==> src/rtl/sti_pkg.sv <==
// Package sti_pkg: shared constants for the sample-tick timer unit.
// Assumes a fixed set of three timers and a single MIDI source.
package sti_pkg;
    localparam int NUM_TMR  = 3;
    // word addresses of the register bus
    localparam logic [2:0] A_TMR0  = 3'd0;
    localparam logic [2:0] A_EN    = 3'd3;
    localparam logic [2:0] A_PEND  = 3'd4;
    localparam logic [2:0] A_SEL0  = 3'd5;
    // bit positions shared by pending, enable and level-select registers
    localparam int PEND_LSB  = 6;   // timer A; B and C follow
    localparam int SRC_MIDI  = 3;
    localparam int SRC_TA    = 6;
    localparam int SRC_TBC   = 7;
endpackage

==> src/rtl/sti_timer.sv <==
// Module sti_timer: one prescaled up-counter.
// Holds a count twice the visible width. A load places the byte in the upper half.
// Each tick adds 1 << (HALF - pre). A count that passes the limit saturates at all ones.
// Assumes PRE_W bits never select a shift larger than HALF.
module sti_timer #(
    parameter int CNT_W = 16,
    parameter int PRE_W = 3
) (
    input  logic                 clk,
    input  logic                 rst_n,
    input  logic                 tick,
    input  logic                 load,
    input  logic [CNT_W/2-1:0]   load_byte,
    input  logic [PRE_W-1:0]     load_pre,
    output logic [CNT_W-1:0]     cnt,
    output logic [PRE_W-1:0]     pre,
    output logic                 expire,
    output logic                 spent
);
    localparam int HALF = CNT_W / 2;
    localparam logic [CNT_W-1:0] LIMIT = {{HALF{1'b1}}, {HALF{1'b0}}};

    logic [CNT_W-1:0] cnt_q;
    logic [PRE_W-1:0] pre_q;
    logic [CNT_W:0]   sum;
    logic             run;

    // next count candidate and expiry detection
    always_comb begin
        sum    = {1'b0, cnt_q} + ((CNT_W+1)'(1) << (HALF - int'(pre_q)));
        run    = (cnt_q <= LIMIT);
        expire = tick && run && !load && (sum > {1'b0, LIMIT});
    end

    // count and prescale state; a load wins over a tick
    always_ff @(posedge clk) begin
        if (!rst_n) begin
            cnt_q <= '1;
            pre_q <= '0;
        end else if (load) begin
            cnt_q <= {load_byte, {HALF{1'b0}}};
            pre_q <= load_pre;
        end else if (tick && run) begin
            cnt_q <= (sum > {1'b0, LIMIT}) ? '1 : sum[CNT_W-1:0];
        end
    end

    assign cnt   = cnt_q;
    assign pre   = pre_q;
    assign spent = (cnt_q >= LIMIT);
endmodule

==> src/rtl/sti_irq_arb.sv <==
// Module sti_irq_arb: fixed-priority level picker.
// Builds each source's level bit by bit from three select words.
// Returns the level of the first active source: MIDI, then A, then B, then C.
module sti_irq_arb #(
    parameter int SEL_W = 8
) (
    input  logic                 midi,
    input  logic [2:0]           req,     // pending & enabled, A..C
    input  logic [2:0][SEL_W-1:0] sel,
    output logic [2:0]           level
);
    import sti_pkg::*;

    logic [2:0] lvl_midi, lvl_a, lvl_bc;

    // assemble per-source levels, one bit from each select word
    for (genvar b = 0; b < 3; b++) begin : g_lvl
        assign lvl_midi[b] = sel[b][SRC_MIDI];
        assign lvl_a[b]    = sel[b][SRC_TA];
        assign lvl_bc[b]   = sel[b][SRC_TBC];
    end

    // priority selection
    always_comb begin
        if (midi)                 level = lvl_midi;
        else if (req[0])          level = lvl_a;
        else if (req[1] || req[2]) level = lvl_bc;
        else                      level = 3'd0;
    end
endmodule

==> src/rtl/sti_top.sv <==
// Module sti_top: three sample-tick timers with pending, enable, clear and
// level-select registers, and a registered interrupt level output.
// Assumes single-cycle register writes and a one-cycle tick pulse.
module sti_top #(
    parameter int DATA_W = 16,
    parameter int ADDR_W = 3,
    parameter int CNT_W  = 16,
    parameter int PRE_W  = 3,
    parameter int SEL_W  = 8
) (
    input  logic              clk,
    input  logic              rst_n,
    input  logic              tick,
    input  logic              wr_en,
    input  logic [ADDR_W-1:0] wr_addr,
    input  logic [DATA_W-1:0] wr_data,
    input  logic [ADDR_W-1:0] rd_addr,
    output logic [DATA_W-1:0] rd_data,
    input  logic              midi_nonempty,
    output logic [2:0]        irq_level
);
    import sti_pkg::*;

    localparam int HALF = CNT_W / 2;

    logic [NUM_TMR-1:0][CNT_W-1:0] tmr_cnt;
    logic [NUM_TMR-1:0][PRE_W-1:0] tmr_pre;
    logic [NUM_TMR-1:0]            tmr_exp;
    logic [NUM_TMR-1:0]            tmr_spent;
    logic [NUM_TMR-1:0]            pend_q, pend_d, tmr_en;
    logic [DATA_W-1:0]             en_q;
    logic [2:0][SEL_W-1:0]         sel_q;
    logic [2:0]                    level_d, level_q;
    logic                          clr_wr;

    // one timer per source
    for (genvar t = 0; t < NUM_TMR; t++) begin : g_tmr
        sti_timer #(.CNT_W(CNT_W), .PRE_W(PRE_W)) u_tmr (
            .clk       (clk),
            .rst_n     (rst_n),
            .tick      (tick),
            .load      (wr_en && (wr_addr == ADDR_W'(A_TMR0 + t))),
            .load_byte (wr_data[HALF-1:0]),
            .load_pre  (wr_data[HALF +: PRE_W]),
            .cnt       (tmr_cnt[t]),
            .pre       (tmr_pre[t]),
            .expire    (tmr_exp[t]),
            .spent     (tmr_spent[t])
        );
        assign tmr_en[t] = en_q[PEND_LSB + t];
    end

    // pending next state: clear, re-raise of spent timers, tick expiry
    always_comb begin
        clr_wr = wr_en && (wr_addr == ADDR_W'(A_PEND));
        pend_d = pend_q | tmr_exp;
        if (clr_wr)
            pend_d = (pend_q & ~wr_data[PEND_LSB +: NUM_TMR]) | tmr_spent | tmr_exp;
    end

    sti_irq_arb #(.SEL_W(SEL_W)) u_arb (
        .midi  (midi_nonempty),
        .req   (pend_d & tmr_en),
        .sel   (sel_q),
        .level (level_d)
    );

    // pending, enable, select and level registers
    always_ff @(posedge clk) begin
        if (!rst_n) begin
            pend_q  <= '0;
            en_q    <= '0;
            sel_q   <= '0;
            level_q <= '0;
        end else begin
            pend_q <= pend_d;
            if (wr_en && wr_addr == ADDR_W'(A_EN))
                en_q <= wr_data;
            for (int s = 0; s < 3; s++)
                if (wr_en && wr_addr == ADDR_W'(A_SEL0 + s))
                    sel_q[s] <= wr_data[SEL_W-1:0];
            if (tick)
                level_q <= level_d;
        end
    end

    // combinational read-back mux
    always_comb begin
        rd_data = '0;
        if (rd_addr < ADDR_W'(NUM_TMR))
            rd_data = DATA_W'({tmr_pre[rd_addr], tmr_cnt[rd_addr][CNT_W-1:HALF]});
        else if (rd_addr == ADDR_W'(A_EN))
            rd_data = en_q;
        else if (rd_addr == ADDR_W'(A_PEND))
            rd_data = DATA_W'(pend_q) << PEND_LSB;
        else
            rd_data = DATA_W'(sel_q[rd_addr - ADDR_W'(A_SEL0)]);
    end

    assign irq_level = level_q;
endmodule

==> config.mk <==
export PLATFORM = sky130hd
export DESIGN_NAME = sti_top
export DESIGN_NICKNAME = d
export VERILOG_FILES = /design/src/rtl/sti_pkg.sv /design/src/rtl/sti_timer.sv /design/src/rtl/sti_irq_arb.sv /design/src/rtl/sti_top.sv
export SDC_FILE = /design/constraint.sdc
export NUM_CORES = 1
export LEC_CHECK = 0
export BUFFER_PORTS_ARGS = -buffer_cell sky130_fd_sc_hd__buf_4
export CAP_MARGIN = 20
export CORE_ASPECT_RATIO = 1.5
export CORE_MARGIN = 1.5
export CORE_UTILIZATION = 52
export DETAILED_ROUTE_END_ITERATION = 10
export GPL_ROUTABILITY_DRIVEN = 0
export PLACE_DENSITY = 0.7
export SYNTH_ARGS = -nofsm -noshare
export SYNTH_HDL_FRONTEND = slang
export SYNTH_SLANG_ARGS = --single-unit
==> constraint.sdc <==
create_clock -name clk -period 4.05 [get_ports clk]
set_clock_uncertainty 0.2 [all_clocks]
set_input_delay 0.405 -clock clk [delete_from_list [all_inputs] [get_ports clk]]
set_output_delay 0.405 -clock clk [all_outputs]
set_load 0.05 [all_outputs]
Word-level counts from Yosys, hierarchy flattened
Cells that the tools add are included.
{"block": "totals", "input_bits": 27, "output_inout_bits": 19, "reg_bits": 103, "word_cells": 96}
{"block": "op_classes", "n_eq_ne": 9, "mux": 22, "shifts": 3, "order_cmp": 12, "n_reduce_logical": 25, "n_bitwise": 6, "add_sub_neg": 7}
{"operator": "$mux 16", "n": 12}
{"operator": "$shl 1x32->17 const A", "n": 3}
{"operator": "$add 16x17->17", "n": 3}
{"operator": "$gt 17x16->1 const B", "n": 3}
{"operator": "$ge 16x16->1 const B", "n": 3}
{"operator": "$le 16x16->1 const B", "n": 3}
{"operator": "$bmux 16 s2", "n": 1}
{"operator": "$logic_and 1x1->1", "n": 17}
{"operator": "$bmux 8 s2", "n": 1}
{"operator": "$eq 3x3->1 const B", "n": 5}
{"operator": "$mux 3", "n": 5}
{"operator": "$sub 4x3->5 const A", "n": 3}
{"operator": "$eq 3x2->1 const B", "n": 3}
{"operator": "$mux 9", "n": 1}
{"operator": "$or 3x3->3", "n": 3}
{"operator": "$mux 8", "n": 1}
{"operator": "$and 3x3->3", "n": 2}
{"operator": "$bmux 3 s2", "n": 1}
{"operator": "$lt 3x3->1 const B", "n": 2}
{"operator": "$reduce_bool 2->1", "n": 3}
{"operator": "$eq 3x1->1 const B", "n": 1}
{"operator": "$logic_not 1->1", "n": 3}
{"operator": "$logic_not 3->1", "n": 1}
{"operator": "$lt 3x2->1 const B", "n": 1}
{"operator": "3 further kinds", "n": 3}

Depth between registers and ports, before layout
Gate-level depths: netlist (run 1).
{"block": "depth", "word_depth": 12, "depth_mapped": 15, "mapped_depth_nobuf": 13}

Cells and area by module
Synthesis (run 1) repeated with hierarchy kept, for this count alone.
{"block": "hier_totals", "cells_unflattened": 1067, "hier_area_um2": 8565.7}
{"mod": "sti_timer at g_tmr[1].u_tmr ...", "seq_area_each_um2": 380.4, "instances": 2, "area_each_um2": 1995.7, "cells_each": 252}
{"mod": "sti_top", "seq_area_each_um2": 920.9, "instances": 1, "area_each_um2": 2630.0, "cells_each": 324}
{"mod": "sti_timer at g_tmr[0].u_tmr", "seq_area_each_um2": 380.4, "instances": 1, "area_each_um2": 1878.1, "cells_each": 228}
{"mod": "sti_irq_arb", "seq_area_each_um2": 0.0, "instances": 1, "area_each_um2": 66.3, "cells_each": 11}

Least setup slack after synthesis (run 1)
Ideal clock, no wire load.
{"block": "synth_path", "path_kind": "input -> output", "from": "input port rd_addr[0]", "to": "output port rd_data[7]", "required_ns": 3.445, "path_buffers": 3, "arrival_ns": 3.440, "slack_ns": 0.005, "stages": 10, "cell_sequence": "clkbuf_1 -> clkinv_1 -> ha_1 -> clkbuf_1 -> nor2b_1 -> clkbuf_1 -> nand2_1 -> o211ai_1 -> o221ai_1 -> o21ai_0"}
{"block": "synth_between", "elab_chain_len": 6, "word_cells_on_any_way": 11, "classes_between": "add/sub: 1; order compare: 1; eq/ne: 2; mux: 7"}
{"element": "start: declaration", "line": "sti_top.sv:17", "source": "input logic [ADDR_W-1:0] rd_addr,"}
{"element": "$sub 3x3->3", "line": "sti_top.sv:97", "source": "rd_data = DATA_W'(sel_q[rd_addr - ADDR_W'(A_SEL0)]);"}
{"element": "$bmux 8 s2", "line": "sti_top.sv:97"}
{"element": "$mux 8 (not written as such)", "line": "sti_top.sv:97"}
{"element": "$mux 9", "line": "sti_top.sv:94", "source": "else if (rd_addr == ADDR_W'(A_PEND))"}
{"element": "$mux 16", "line": "sti_top.sv:92", "source": "else if (rd_addr == ADDR_W'(A_EN))"}
{"element": "$mux 16 (*)", "line": "sti_top.sv:90", "source": "if (rd_addr < ADDR_W'(NUM_TMR))"}
{"element": "end: declaration", "line": "sti_top.sv:18", "source": "output logic [DATA_W-1:0] rd_data,"}
Every way passes the cells marked *; elsewhere a longest branch is shown, timed or not. The select of a mux whose other input is x is not followed.

Final worst setup path (run 1)
{"block": "layout_path", "from": "register g_tmr[2].u_tmr.pre_q[2]", "to": "register g_tmr[2].u_tmr.cnt_q[6]"}
{"block": "layout_between", "elab_chain_len": 7}
{"element": "start: declaration", "line": "sti_timer.sv:24", "source": "logic [PRE_W-1:0] pre_q;"}
{"element": "start signal: assignment", "line": "sti_timer.sv:42", "source": "pre_q <= load_pre;"}
{"element": "$sub 4x3->5 (*)", "line": "sti_timer.sv:30", "source": "sum = {1'b0, cnt_q} + ((CNT_W+1)'(1) << (HALF - int'(pre_q)));"}
{"element": "$shl 1x32->17 (*)", "line": "sti_timer.sv:30"}
{"element": "$add 16x17->17 (*)", "line": "sti_timer.sv:30"}
{"element": "$gt 17x16->1", "line": "sti_timer.sv:44", "source": "cnt_q <= (sum > {1'b0, LIMIT}) ? '1 : sum[CNT_W-1:0];"}
{"element": "$mux 16 (*)", "line": "sti_timer.sv:44"}
{"element": "$mux 16 (*)", "line": "sti_timer.sv:43", "source": "end else if (tick && run) begin"}
{"element": "$mux 16 (*)", "line": "sti_timer.sv:40", "source": "end else if (load) begin"}
{"element": "end signal: assignment", "line": "sti_timer.sv:41", "source": "cnt_q <= {load_byte, {HALF{1'b0}}};"}
{"element": "end signal: assignment", "line": "sti_timer.sv:44"}
{"element": "end: declaration", "line": "sti_timer.sv:23", "source": "logic [CNT_W-1:0] cnt_q;"}
Marks and branches as above.
A chain may end at the register's enable or synchronous reset.

==> results of run 1 <==
state kept, by name (all words and copies together) (netlist names):
register	count
g_tmr.u_tmr.cnt	48
sel_q	24
en_q	16
g_tmr.u_tmr.pre	9
irq_level	3
pend_q	3
logic make-up after synthesis:
logic type | count (synthesis) | synth area share (%)
flops | 103 | 26.6
simple gates | 415 | 24.7
compound gates | 306 | 25.5
xor+xnor | 38 | 4.29
mux | 52 | 6.72
buf+inv | 68 | 3.35
fa+ha+maj | 53 | 8.83
other cells | 1 | 0.0483
metrics by stage:
stage | setup slack [ns] | setup TNS [ns] | utilization (%)
after floorplan | 0.00452 | 0 | -
after CTS | 0.217 | 0 | 59.5
after global routing | 0.0296 | 0 | 59.8
after detailed placement | -0.0841 | -0.305 | 57.3
final | 0.240 | 0 | 59.8
after global placement | 0.0911 | 0 | 57.3
routing by layer:
layer | part of all wire (%) | wire, um | GRT usage, %
met1 | 41 | 8920 | 34.0
met2 | 52 | 11200 | 50.7
met3 | 4.3 | 937 | 3.39
met4 | 3.3 | 728 | 11.5
met5 | 0 | 0 | 0
critical path, delay by kind of cell, from the launching register on:
| family | cells | cell delay (ns) |
|---|---|---|
| AND/OR/NAND/NOR | 3 | 0.63 |
| AO/OA/AOI/OAI | 7 | 1.85 |
| adder cells (fa/ha/maj) | 1 | 0.33 |
| flip-flops | 1 | 0.42 |
| XOR/XNOR | 1 | 0.22 |
area by class of cell:
cell class,count,area [sq um]
Tap cell,196,245
Multi-Input combinational cell,888,5550
Clock inverter,7,98.8
Inverter,17,63.8
Clock buffer,9,225
Sequential cell,103,2070
Timing Repair Buffer,63,477
Fill cell,1437,5870
Yosys cell counts (10+ instances only):
cell        n
a21boi_0   53
a21o_1     13
a21oi_1    72
clkbuf_1   46
dfxtp_1   103
ha_1       50
inv_1      16
mux2i_1    51
nand2_1   207
nand2b_1   16
nand3_1    26
nor2_1     66
nor2b_1    11
nor3_1     20
nor3b_1    10
nor4_1     10
o211ai_1   16
o21ai_0    81
xnor2_1    26
xor2_1     12
cell usage in the layout, fill, tap and decap left out, types with 8 or more instances in the layout:
cell type and instances:
nand2_1 207, inv_1 16, mux2i_1 51, xnor2_1 26, and2_1 9, a21oi_1 72, nand4_1 9, nor3_1 20
conb_1 24, dfxtp_1 98, nor2_1 66, clkbuf_16 9, nand2b_1 16, xor2_1 12, buf_4 62, ha_1 50
nand3_1 26, a21boi_0 52, nor2b_1 11, nor4_1 8, a31oi_1 8, o211ai_1 16, nor3b_1 10, o21ai_0 81
a21o_1 13
power by group:
| part | total, uW | internal [uW] | switching [uW] | leakage, uW |
|---|---|---|---|---|
| sequential | 1520 | 1250 | 274 | 0.000843 |
| combinational | 3640 | 1520 | 2120 | 0.00258 |
| clock | 946 | 459 | 487 | 0.000157 |
final timing paths:
| path | slack (ns) | end | startpoint | depth (start not counted) |
|---|---|---|---|---|
| setup / recovery | 0.24 | g_tmr[2].u_tmr.cnt[6] | g_tmr[2].u_tmr.pre[2] | 12 |
| hold reg to reg | 0.26 | en_q[12] | en_q[12] | 2 |
| setup reg to reg | 0.24 | g_tmr[2].u_tmr.cnt[6] | g_tmr[2].u_tmr.pre[2] | 12 |
| hold / removal | 0.09 | en_q[15] | wr_data[15] | 3 |
==> summary.txt, run 1 <==
Outcome
  – Status: finished, final reports clean

Yosys
  – Gate Count Post-Synth: 1036
  – Post-synth top area share: roughly a quarter
  – Synth Warn #: 0
  – Post-synth EDFFs: 0
  – Async S/R FF share, synth: 0%
  – Syn Area/Cell: between 7 and 8 sq um
  – Cell taking the most area after synthesis: dfxtp_1
  – Yosys reg bits: around 100
  – Top cells by area, synth: dfxtp_1 27%, nand2_1 10%, ha_1 8.1%, mux2i_1 6.6%, o21ai_0 5.2%
  – Distinct cells, synth: a little over 70
  – Syn Std Cell Area: around 7800 sq um
  – Seq/Total Area, Yosys: between 20% and 30%
  – Primary FF master, synth: dfxtp_1

Worst setup path
  – Cell mode on critical path: nand2b_1
  – CP Data Arrival Time: around 3.8 ns
  – Critical path peak fanout: 16
  – CP Capture Type: flop
  – CP peak stage delay: ~0.66 ns
  – CP Data Required Time: 4.04 ns
  – Crit start category: flop
  – Critical path's slowest cell: a21boi_2
  – CP cell instances: nor3b_1, ha_1, a21o_1, a211oi_2, o31ai_1, nand2b_1, a31oi_1, xor2_1, nand2b_1, o21bai_1, a21boi_2, o21ai_0
  – Kind of critical path: reg -> reg

Pwr
  – Pleak: 0.00358 uW
  – Worst vdd ir: around 0.40 mV
  – Pwr/cell area: 699 nW/um^2
  – Tot Pwr: 6100 uW

Global route
  – Global-route wire length before repair: approximately 36000 um
  – Initial antenna violation count: 0
  – Vias in the first global route: roughly 7300
  – Pin count of the biggest net entering global routing: 59
  – GRT overflow: 0
  – GRT Util Overall: 28.5%

Detailed routing
  – First-pass DRT Iterations: 6
  – DRT iter0 DRCs: ~430
  – DRT antenna net count: 0
  – Vias: 7607
  – Detailed Route WL: ~22000 um
  – Avg WL per Cell: about 17 um
  – Mean number of vias per cell: ~5.9
  – DRC viols: 0

Die
  – Num rows: 54
  – Chip width: about 100 um
  – I/O pins: 46
  – DIE AREA: 15700 sq um
  – Core footprint: 14600 sq um
  – Die height: 153 um
  – Initial Util: between 50% and 60%

Placed design
  – IO Port Bufs: between 40 and 50
  – Post-Place Cells: approximately 1300
  – DP HPWL: around 16000 um
  – Dpl cell area: between 8000 and 9000 sq um

Finish
  – Share of layout cells above drive strength 1: under 10%
  – Non-filler instance count after layout: between 1000 and 1500
  – Design area: 8730 sq um
  – Post-layout nets: between 1000 and 1500
  – Area growth, synth to finish: 12.4%
  – # diodes: 0

Clock tree
  – CTS Buffer Depth: 2
  – Post-CTS Resized: 1
  – Clk slew on worst S/H paths: about 0.09 ns
  – CTS H-tree depth: 3
  – CTS Hold Bufs: 0
  – Setup Fix Bufs, Post-CTS: 0
  – Clk sink count: around 100
  – Clock latency on the worst-skew pair: 0.36 ns
  – CTS tree: yes
  – CTS Buf Count: 9
  – CTS Root Cell: clkbuf_16

Timing
  – Final setup fails: 0
  – RSZ-0062 raised after global routing: no
  – Slew @ Worst Pin: between 0.8 and 0.9 ns
  – Fin. max-slew vios: 0
  – Min Clock Period, post-route: about 3.8 ns
  – Fmax: around 260 MHz
  – Slew HR: 41.3%
  – Worst hold slack: approximately 0.088 ns
  – Hold Vio Cnt, Final: 0
  – Final Cycle Share: between 90% and 100%

Job
  – Max Cap Viol: 0

Hold path
  – Worst Hold Class: in -> reg
Power figures use the tool's default switching activity.
==> inputs of run 2 (changes only) <==
- PLACE_DENSITY: 0.7 -> 0.71
==> run 2 against run 1 <==
Utilization fell by 0.17 points. Flip-flop and latch count did not move. Clock power fell by 0.4%. Critical path depth did not move. Highest routed layer unchanged.
==> summary.txt, run 2 (same netlist as run 1, synthesis figures left out) <==
Outcome
  – Status: finished, final reports clean

Worst setup path
  – Crit start category: flop
  – Kind of critical path: reg -> reg
  – Critical path peak fanout: 10
  – Reg2Reg Setup Slack: about 0.23 ns
  – CP delay by family, top: compound AO/OA/AOI/OAI gates
  – Reg2reg path depth: 12
  – WP depth: 12
  – Critical path's slowest cell: dfxtp_1
  – CP Capture Type: flop
  – CP Data Required Time: between 4 and 5 ns
  – CP bufs+invs: 0
  – CP peak stage delay: approximately 0.5 ns
  – R2r startpoint: g_tmr[2].u_tmr.pre[1]
  – CP cell instances: nand3_1, fa_1, and2b_1, o2111ai_2, a21oi_2, nor2_1, xor2_1, a311o_1, or4_4, o41ai_2, a22oi_2, o22ai_1
  – CP Data Arrival Time: roughly 3.9 ns
  – Reg-to-reg endpoint: irq_level[0]

Die
  – Die height: around 150 um
  – Num rows: 54
  – Initial Util: 53.2%
  – Chip width: between 100 and 150 um
  – Core footprint: between 10000 and 15000 sq um
  – DIE AREA: between 15000 and 20000 sq um
  – I/O pins: 46

Timing
  – Hold Vio Cnt, Final: 0
  – Worst setup margin: 0.233 ns
  – Fmax: between 200 and 300 MHz
  – Min Clock Period, post-route: roughly 3.8 ns
  – Slew @ Worst Pin: about 1.1 ns
  – Final Cycle Share: between 90 and 100%
  – Slew HR: between 20% and 30%
  – Setup TNS: 0 ns
  – RSZ-0062 raised after global routing: no
  – Fin. max-slew vios: 0
  – Final setup fails: 0

Clock tree
  – Clk slew on worst S/H paths: about 0.090 ns
  – Clock latency on the worst-skew pair: 0.36 ns
  – CTS Buffer Depth: 2
  – CTS H-tree depth: 3
  – CTS tree: yes
  – CTS Root Cell: clkbuf_16
  – Clk sink count: 103
  – CTS Buf Count: 9

Detailed routing
  – Mean number of vias per cell: ~5.9
  – First-pass DRT Iterations: 5
  – Detailed Route WL: roughly 22000 um
  – DRT antenna net count: 0
  – Avg WL per Cell: around 17 um
  – Vias: about 7500
  – DRT iter0 DRCs: around 350
  – DRC viols: 0

Finish
  – Util after Layout: 59.6%
  – Area growth, synth to finish: 12.1%
  – Multi-input gate area: between 5000 and 6000 sq um
  – Reg area: just over 2000 sq um
  – Post-layout nets: 1162
  – # diodes: 0
  – Max reg flops: 48
  – Most frequent cells in the layout: 207 x nand2_1, 103 x dfxtp_1, 81 x o21ai_0
  – Filler cells: 1425
  – Share of layout cells above drive strength 1: between 9 and 10%
  – Commonest non-fill, non-tap cell in the layout: nand2_1

Hold path
  – Worst Hold Class: in -> reg
  – Hold path cells: 3
  – WHS Endpoint: en_q[13]
  – Hold path startpoint: wr_data[13]

Placed design
  – Pre-CTS WS: between 0.2 and 0.3 ns
  – IO Port Bufs: 45
  – DP HPWL: around 17000 um

Global route
  – GRT overflow: 0
  – Vias in the first global route: 7419
  – Global-route wire length before repair: between 30000 and 40000 um
  – GRT Util Overall: between 20% and 30%
  – Pin count of the biggest net entering global routing: 59
  – Initial antenna violation count: 0

Pwr
  – Pwr/cell area: between 600 and 700 nW/um^2
  – Tot Pwr: 6050 uW
  – Worst vdd ir: approximately 0.4 mV
  – Pleak: 0.00358 uW

Job
  – Max Cap Viol: 0
-- run 2: cell type report --
type / instances / share of cell area [%]
clock buffers: 9 / 2.59
inverters: 17 / 0.733
well taps: 196 / 2.82
multi-input cells: 888 / 63.6
flip-flops and latches: 103 / 23.7
repair buffers: 63 / 5.43
clock inverters: 7 / 1.14
-- run 2: per-layer routing --
| layer | vias up | GRT usage (%) | part of all wire (%) |
|---|---|---|---|
| met5 | - | 0 | 0 |
| met2 | 166 | 51.2 | 52 |
| met3 | 44 | 3.39 | 3.4 |
| li1 | 3770 | - | - |
| met1 | 3548 | 34.1 | 42 |
| met4 | 0 | 10.2 | 3.0 |
-- run 2: worst max-delay path by stage --
stage                          start  slack (ns)                      to
6_report       g_tmr[2].u_tmr.pre[1]        0.23            irq_level[0]
5_1_grt        g_tmr[2].u_tmr.pre[1]        0.01            irq_level[0]
4_1_cts        g_tmr[0].u_tmr.pre[1]        0.25  g_tmr[0].u_tmr.cnt[11]
3_5_place_dp   g_tmr[2].u_tmr.pre[1]        0.27            irq_level[0]
3_3_place_gp   g_tmr[2].u_tmr.pre[2]        0.12   g_tmr[2].u_tmr.cnt[1]
2_1_floorplan             rd_addr[0]       0.005              rd_data[7]
-- run 2: worst register-to-register path, stage by stage, from the launching register on --
cell	delay, ns
dfxtp_1	0.49
nand3_1	0.19
fa_1	0.44
and2b_1	0.25
o2111ai_2	0.15
a21oi_2	0.19
nor2_1	0.07
xor2_1	0.16
a311o_1	0.32
or4_4	0.49
o41ai_2	0.47
a22oi_2	0.16
o22ai_1	0.15
-- run 2: report_power, final --
| group | internal, uW | switching (uW) | leakage, uW |
|---|---|---|---|
| registers | 1250 | 274 | 0.000841 |
| logic | 1520 | 2060 | 0.00258 |
| clock network | 459 | 484 | 0.000157 |
-- run 2: timing repair --
item	in CTS	in global routing
endpoints found under the setup margin	0	5
setup buffers	0	0
hold buffers	0	0
gates resized for setup	0	1
-- run 2: metrics by stage --
step / area (sq um) / std cells / hold WS, ns
CTS: 8690 / 1282 / 0.0955
floorplan: 7850 / 1059 / 0.239
global route: 8700 / 1283 / 0.108
global placement: 8360 / 1265 / 0.247
detailed placement: 8370 / 1266 / 0.254
finish: 8700 / 1283 / 0.0963
